==> src/rtl/adc_seq_pkg.sv <==
package adc_seq_pkg;
  localparam int unsigned NUM_CH  = 16;
  localparam int unsigned RES_W   = 12;
  localparam int unsigned BUS_W   = 32;
  localparam int unsigned ADDR_W  = 8;
  localparam int unsigned PWR_BIT = 14;

  localparam logic [ADDR_W-1:0] OFF_CTRL = 8'h00;
  localparam logic [ADDR_W-1:0] OFF_REQ  = 8'h04;
  localparam logic [ADDR_W-1:0] OFF_STAT = 8'h10;
  localparam logic [ADDR_W-1:0] OFF_DATA = 8'h14;
  localparam logic [ADDR_W-1:0] OFF_PWR  = 8'h94;

  typedef enum logic [1:0] {ST_IDLE, ST_START, ST_BUSY} seq_state_e;
endpackage

==> src/rtl/adc_seq_pick.sv <==
module adc_seq_pick #(
  parameter int unsigned N = 16,
  parameter int unsigned W = $clog2(N)
) (
  input  logic [N-1:0] vec_i,
  output logic         valid_o,
  output logic [W-1:0] idx_o
);
  always_comb begin
    idx_o = '0;
    for (int i = N - 1; i >= 0; i--) begin
      if (vec_i[i]) idx_o = W'(i);
    end
  end
  assign valid_o = |vec_i;
endmodule

==> src/rtl/adc_seq_ctrl.sv <==
module adc_seq_ctrl
  import adc_seq_pkg::*;
#(
  parameter int unsigned N_CH = 16,
  parameter int unsigned CH_W = $clog2(N_CH)
) (
  input  logic            clk_i,
  input  logic            rst_ni,
  input  logic            pwr_en_i,
  input  logic [N_CH-1:0] avail_i,
  input  logic [N_CH-1:0] cancel_i,
  input  logic            conv_done_i,
  output logic            grant_o,
  output logic [CH_W-1:0] grant_ch_o,
  output logic            conv_start_o,
  output logic [CH_W-1:0] conv_ch_o,
  output logic            busy_o,
  output logic            store_o
);
  seq_state_e      state_q;
  logic [CH_W-1:0] active_q;
  logic            abort_q;
  logic            pick_valid;
  logic            live_cancel;

  adc_seq_pick #(.N(N_CH), .W(CH_W)) u_pick (
    .vec_i  (avail_i),
    .valid_o(pick_valid),
    .idx_o  (grant_ch_o)
  );

  assign grant_o      = (state_q == ST_IDLE) && pwr_en_i && pick_valid;
  assign live_cancel  = cancel_i[active_q];
  assign store_o      = (state_q == ST_BUSY) && conv_done_i && !abort_q && !live_cancel;
  assign conv_start_o = (state_q == ST_START);
  assign conv_ch_o    = active_q;
  assign busy_o       = (state_q != ST_IDLE);

  always_ff @(posedge clk_i or negedge rst_ni) begin
    if (!rst_ni) begin
      state_q  <= ST_IDLE;
      active_q <= '0;
      abort_q  <= 1'b0;
    end else begin
      unique case (state_q)
        ST_IDLE: if (grant_o) begin
          state_q  <= ST_START;
          active_q <= grant_ch_o;
          abort_q  <= 1'b0;
        end
        ST_START: begin
          state_q <= ST_BUSY;
          if (live_cancel) abort_q <= 1'b1;
        end
        ST_BUSY: begin
          if (live_cancel) abort_q <= 1'b1;
          if (conv_done_i) state_q <= ST_IDLE;
        end
        default: state_q <= ST_IDLE;
      endcase
    end
  end
endmodule

==> src/rtl/adc_seq_bank.sv <==
module adc_seq_bank #(
  parameter int unsigned N_CH  = 16,
  parameter int unsigned RES_W = 12,
  parameter int unsigned CH_W  = $clog2(N_CH)
) (
  input  logic                       clk_i,
  input  logic                       rst_ni,
  input  logic                       store_i,
  input  logic [CH_W-1:0]            store_ch_i,
  input  logic [RES_W-1:0]           res_i,
  input  logic [N_CH-1:0]            clr_i,
  output logic [N_CH-1:0]            rdy_o,
  output logic [N_CH-1:0][RES_W-1:0] res_o
);
  for (genvar g = 0; g < N_CH; g++) begin : g_ch
    logic hit;
    assign hit = store_i && (store_ch_i == CH_W'(g));
    always_ff @(posedge clk_i or negedge rst_ni) begin
      if (!rst_ni) begin
        rdy_o[g] <= 1'b0;
        res_o[g] <= '0;
      end else if (clr_i[g]) begin
        rdy_o[g] <= 1'b0;
      end else if (hit) begin
        rdy_o[g] <= 1'b1;
        res_o[g] <= res_i;
      end
    end
  end
endmodule

==> src/rtl/adc_seq_regs.sv <==
module adc_seq_regs
  import adc_seq_pkg::*;
#(
  parameter int unsigned N_CH   = adc_seq_pkg::NUM_CH,
  parameter int unsigned RES_W  = adc_seq_pkg::RES_W,
  parameter int unsigned CH_W   = $clog2(N_CH)
) (
  input  logic                 clk_i,
  input  logic                 rst_ni,
  input  logic                 bus_we_i,
  input  logic [ADDR_W-1:0]    bus_addr_i,
  input  logic [BUS_W-1:0]     bus_wdata_i,
  output logic [BUS_W-1:0]     bus_rdata_o,
  output logic                 conv_start_o,
  output logic [CH_W-1:0]      conv_ch_o,
  input  logic                 conv_done_i,
  input  logic [RES_W-1:0]     conv_res_i
);
  localparam int unsigned DATA_SPAN = 4 * N_CH;

  logic [BUS_W-1:0]            ctrl_q;
  logic [N_CH-1:0]             req_q, pend_q;
  logic                        pwr_q;
  logic                        req_wr;
  logic [N_CH-1:0]             rise_vec, fall_vec, grant_vec, avail;
  logic                        grant, ctrl_busy, store, stat_busy;
  logic [CH_W-1:0]             grant_ch;
  logic [N_CH-1:0]             rdy_vec;
  logic [N_CH-1:0][RES_W-1:0]  res_vec;
  logic [ADDR_W-1:0]           doff;
  logic                        data_hit;
  logic [CH_W-1:0]             data_idx;

  assign req_wr    = bus_we_i && (bus_addr_i == OFF_REQ);
  assign rise_vec  = req_wr ? (bus_wdata_i[N_CH-1:0] & ~req_q) : '0;
  assign fall_vec  = req_wr ? (~bus_wdata_i[N_CH-1:0] & req_q) : '0;
  assign grant_vec = grant ? (N_CH'(1) << grant_ch) : '0;
  // a channel cleared on this edge must not be granted on it
  assign avail     = pend_q & ~fall_vec;
  assign stat_busy = (|pend_q) || ctrl_busy;

  always_ff @(posedge clk_i or negedge rst_ni) begin
    if (!rst_ni) begin
      ctrl_q <= '0;
      req_q  <= '0;
      pend_q <= '0;
      pwr_q  <= 1'b0;
    end else begin
      if (bus_we_i && bus_addr_i == OFF_CTRL) ctrl_q <= bus_wdata_i;
      if (bus_we_i && bus_addr_i == OFF_PWR)  pwr_q  <= bus_wdata_i[PWR_BIT];
      if (req_wr) req_q <= bus_wdata_i[N_CH-1:0];
      pend_q <= (pend_q | rise_vec) & ~fall_vec & ~grant_vec;
    end
  end

  adc_seq_ctrl #(.N_CH(N_CH), .CH_W(CH_W)) u_ctrl (
    .clk_i       (clk_i),
    .rst_ni      (rst_ni),
    .pwr_en_i    (pwr_q),
    .avail_i     (avail),
    .cancel_i    (fall_vec),
    .conv_done_i (conv_done_i),
    .grant_o     (grant),
    .grant_ch_o  (grant_ch),
    .conv_start_o(conv_start_o),
    .conv_ch_o   (conv_ch_o),
    .busy_o      (ctrl_busy),
    .store_o     (store)
  );

  adc_seq_bank #(.N_CH(N_CH), .RES_W(RES_W), .CH_W(CH_W)) u_bank (
    .clk_i     (clk_i),
    .rst_ni    (rst_ni),
    .store_i   (store),
    .store_ch_i(conv_ch_o),
    .res_i     (conv_res_i),
    .clr_i     (fall_vec),
    .rdy_o     (rdy_vec),
    .res_o     (res_vec)
  );

  assign doff     = bus_addr_i - OFF_DATA;
  assign data_hit = (bus_addr_i >= OFF_DATA) && (32'(doff) < DATA_SPAN) && (doff[1:0] == 2'b00);
  assign data_idx = doff[CH_W+1:2];

  always_comb begin
    bus_rdata_o = '0;
    if (data_hit) begin
      bus_rdata_o[RES_W-1:0] = res_vec[data_idx];
      bus_rdata_o[RES_W]     = rdy_vec[data_idx];
    end else begin
      unique case (bus_addr_i)
        OFF_CTRL: bus_rdata_o = ctrl_q;
        OFF_REQ:  bus_rdata_o[N_CH-1:0] = req_q;
        OFF_STAT: bus_rdata_o[0] = stat_busy;
        OFF_PWR:  bus_rdata_o[PWR_BIT] = pwr_q;
        default:  bus_rdata_o = '0;
      endcase
    end
  end
endmodule

==> config.mk <==
export PLATFORM = sky130hd
export DESIGN_NAME = adc_seq_regs
export DESIGN_NICKNAME = d
export VERILOG_FILES = /design/src/rtl/adc_seq_pkg.sv /design/src/rtl/adc_seq_pick.sv /design/src/rtl/adc_seq_ctrl.sv /design/src/rtl/adc_seq_bank.sv /design/src/rtl/adc_seq_regs.sv
export SDC_FILE = /design/constraint.sdc
export NUM_CORES = 1
export LEC_CHECK = 0
export BUFFER_PORTS_ARGS = -buffer_cell sky130_fd_sc_hd__buf_2
export CORE_MARGIN = 2
export CORE_UTILIZATION = 44
export DETAILED_ROUTE_END_ITERATION = 6
export GPL_TIMING_DRIVEN = 1
export RECOVER_POWER = 50
export SYNTH_ARGS = -nofsm -noshare
export SYNTH_HDL_FRONTEND = slang
export SYNTH_HIERARCHICAL = 1
export SYNTH_SLANG_ARGS = --single-unit
==> constraint.sdc <==
create_clock -name clk_i -period 5.2 [get_ports clk_i]
set_input_delay 0.78 -clock clk_i [delete_from_list [all_inputs] [get_ports clk_i]]
set_output_delay 0.78 -clock clk_i [all_outputs]
set_load 0.02 [all_outputs]
==> results.yml <==
timing:
  setup_viol: 0
  post-route-period-util_pct: 88.8
  hold_viol_final: 0
  rsz0062_at_grt: "no"
  clock.fmax_mhz: 216
  slew_violations: 186
  fin_skew_ns: 0.00760
  worst_pin_slew_ns: 2.75
  min_period_ns: 4.62
  max-slew-margin-rel_pct: -83.3
  layout_setup_ws_ns: 0.580
  tns_ns: 0
grt:
  grt_use_total_pct: 23.3
  grt-ovfl-total: 0
  grt_pass1_wl_um: 59300
  antenna_found_initial: 2
  grt_max_degree: 109
  grt_pass1_vias: 9399
routing:
  wl_um: 38000
  wl_per_cell_um: 24.2
  routed_via_density: 5.90
  final_antenna_net_count: 0
  vias: 9263
  drc: 0
  drtPass1Iterations: 5
  drt_iter0_markers: 620
place:
  gp_congestion: 0.872
  pre_cts_ws_ns: 0.363
  postPlaceCellArea_mm2: 0.0148
  post-dp-hpwl_um: 25400
  portBuffers: 92
worst_setup_path:
  crit_required_ns: 4.42
  critPathKind: "in -> out"
  start_kind: "primary input"
  path_cells: "clkbuf_1 -> inv_1 -> ha_2 -> buf_12 -> mux4_2 -> a21boi_1 -> nor4_1 -> o22ai_1 -> buf_2"
  endpoint_kind: "output pin"
  crit_family: "buffers and inverters"
  slowest_delay_ns: 0.83
  r2r_start: "u_ctrl/conv_ch_o[2]"
  path_buf_inv: 4
  ff2ff_setup_slack_ns: 1.24
  cp-startpoint: "bus_addr_i[3]"
  path_max_fanout: 26
  worstPathArrival_ns: 3.84
  cp_slowest_cell: "nor4_1"
synthesis:
  ys_async_sr_fraction_pct: 100
  syn_nets: 1133
  synth_top_area_share_pct: 50.1
  yosysMostFrequentCell: "dfrtp_1"
  syn_avg_cell_area_um2: 13.1
  synth_top_area_cell: "dfrtp_1"
  synth_cell_types: 62
  synthTopCellsByCount: "280 x dfrtp_1, 189 x mux2_2, 63 x nand2_1"
  synth-edff-count: 0
  ys_seq_area_share_pct: 50.1
  synth_area_leaders: "dfrtp_1 50%, mux2_2 15%, mux4_2 8.5%, mux2_4 3.1%, nor2b_1 2.0%"
  ys.flop_type: "dfrtp_1"
  syn-instance-count: 1071
  yosysWarnings: 6
  syn_area_mm2: 0.0140
  ys_seq_elements: 280
clocking:
  postCtsResizedCells: 0
  clock-sinks: 280
  cts_made_buffers: 31
  path_clk_slew_ns: 0.06
  postCtsSetupBuffers: 0
  htree_levels: 1
  cts_tree: "built"
  clk_path_buf_depth: 3
  clk_root_buffer_cell: "clkbuf_16"
  clk_latency_ns: 0.56
  ctsHoldBuffers: 0
job:
  max_cap_viol_count: 2
finish:
  stdcell_area_mm2: 0.0158
  syn_to_final_growth_pct: 12.9
  num_antenna_cells: 0
  drive_gt1_share_pct: 38.4
  nets: 1211
  final_util_pct: 50.3
floorplanning:
  die_w_um: 182
  die_area_mm2: 0.0332
  ios: 93
  die_h_um: 182
  core_mm2: 0.0314
  num_rows: 65
  initial_core_util_pct: 44.5
min_path:
  hp-start: "bus_wdata_i[26]"
  hold_path_class: "in -> reg"
run_status:
  violations: "capacitance limit, slew limit"
  outcome: "complete, but fails checks"
power_and_ir_drop:
  p_per_area_mw_per_mm2: 313
  cellLeakagePower_nw: 7.61
  ir_worst_vdd_mv: 0.325
  power_mw: 4.94
==> layer usage <==
metal  GRT usage, %  share of wire, %  vias to the layer above
met4           6.35               2.8                        0
li1               -                 -                     4073
met2           36.3                45                      298
met1           34.7                47                     4819
met3           2.91               4.9                       73
met5              0                 0                        -
==> registers in the layout (all words and copies together), names as in the netlist <==
| register | count |
|---|---|
| u_bank/res_o | 192 |
| req_q | 16 |
| pend_q | 16 |
| u_ctrl/state_q | 2 |
| u_bank/rdy_o | 16 |
| u_ctrl/conv_ch_o | 4 |
| ctrl_q | 32 |
| u_ctrl/abort_q | 1 |
| pwr_q | 1 |
==> final cells by class <==
class / instances / area, µm²
inverter: 27 / 101
clock inverter: 7 / 116
sequential: 280 / 7010
fill: 2749 / 15600
clock buffer: 45 / 888
multi-input combinational: 684 / 6460
timing repair buffer: 125 / 713
tap: 402 / 503
==> cells by family (layout without fill, tap and decap cells) <==
group	after synthesis	after routing	synth area share, %
AOI/OAI and AO/OA	160	160	7.42
and+or+nand+nor	229	229	9.35
buffers and inverters	107	204	3.84
DFF	280	280	50.1
adders and majority gates	6	6	0.537
muxes	288	288	28.7
xor gates and xnor gates	1	1	0.0627
==> placed cells by master, fill, tap and decap left out, types with 27 or more instances in the layout <==
| cell type | count |
|---|---|
| mux2_2 | 189 |
| mux4_2 | 53 |
| dfrtp_1 | 280 |
| nor2b_1 | 45 |
| buf_2 | 84 |
| nand2_1 | 63 |
| clkbuf_16 | 31 |
| mux2_4 | 29 |
| o21ai_0 | 31 |
| inv_1 | 27 |
| buf_4 | 27 |
| a21oi_1 | 32 |
==> power by group <==
group | switching [mW] | internal [mW]
sequential | 0.0541 | 2.26
clock | 0.869 | 1.32
combinational | 0.254 | 0.181
total | 1.18 | 3.76
==> per-stage QoR <==
step	hold slack [ns]	cells
CTS	0.312	1570
floorplan	0.448	1071
detailed placement	0.469	1518
global route	0.427	1570
global placement	0.462	1518
finish	0.426	1570
==> worst paths after layout <==
check | end | cells past startpoint
setup / recovery | bus_rdata_o[10] | 9
hold / removal | ctrl_q[26] | 2
setup reg to reg | u_bank/res_o[53] | 6
hold reg to reg | u_bank/rdy_o[14] | 1
max in group asynchronous | u_bank/res_o[187] | 2
min in group asynchronous | pend_q[15] | 1
No activity file was read; power rests on OpenSTA's default activity.
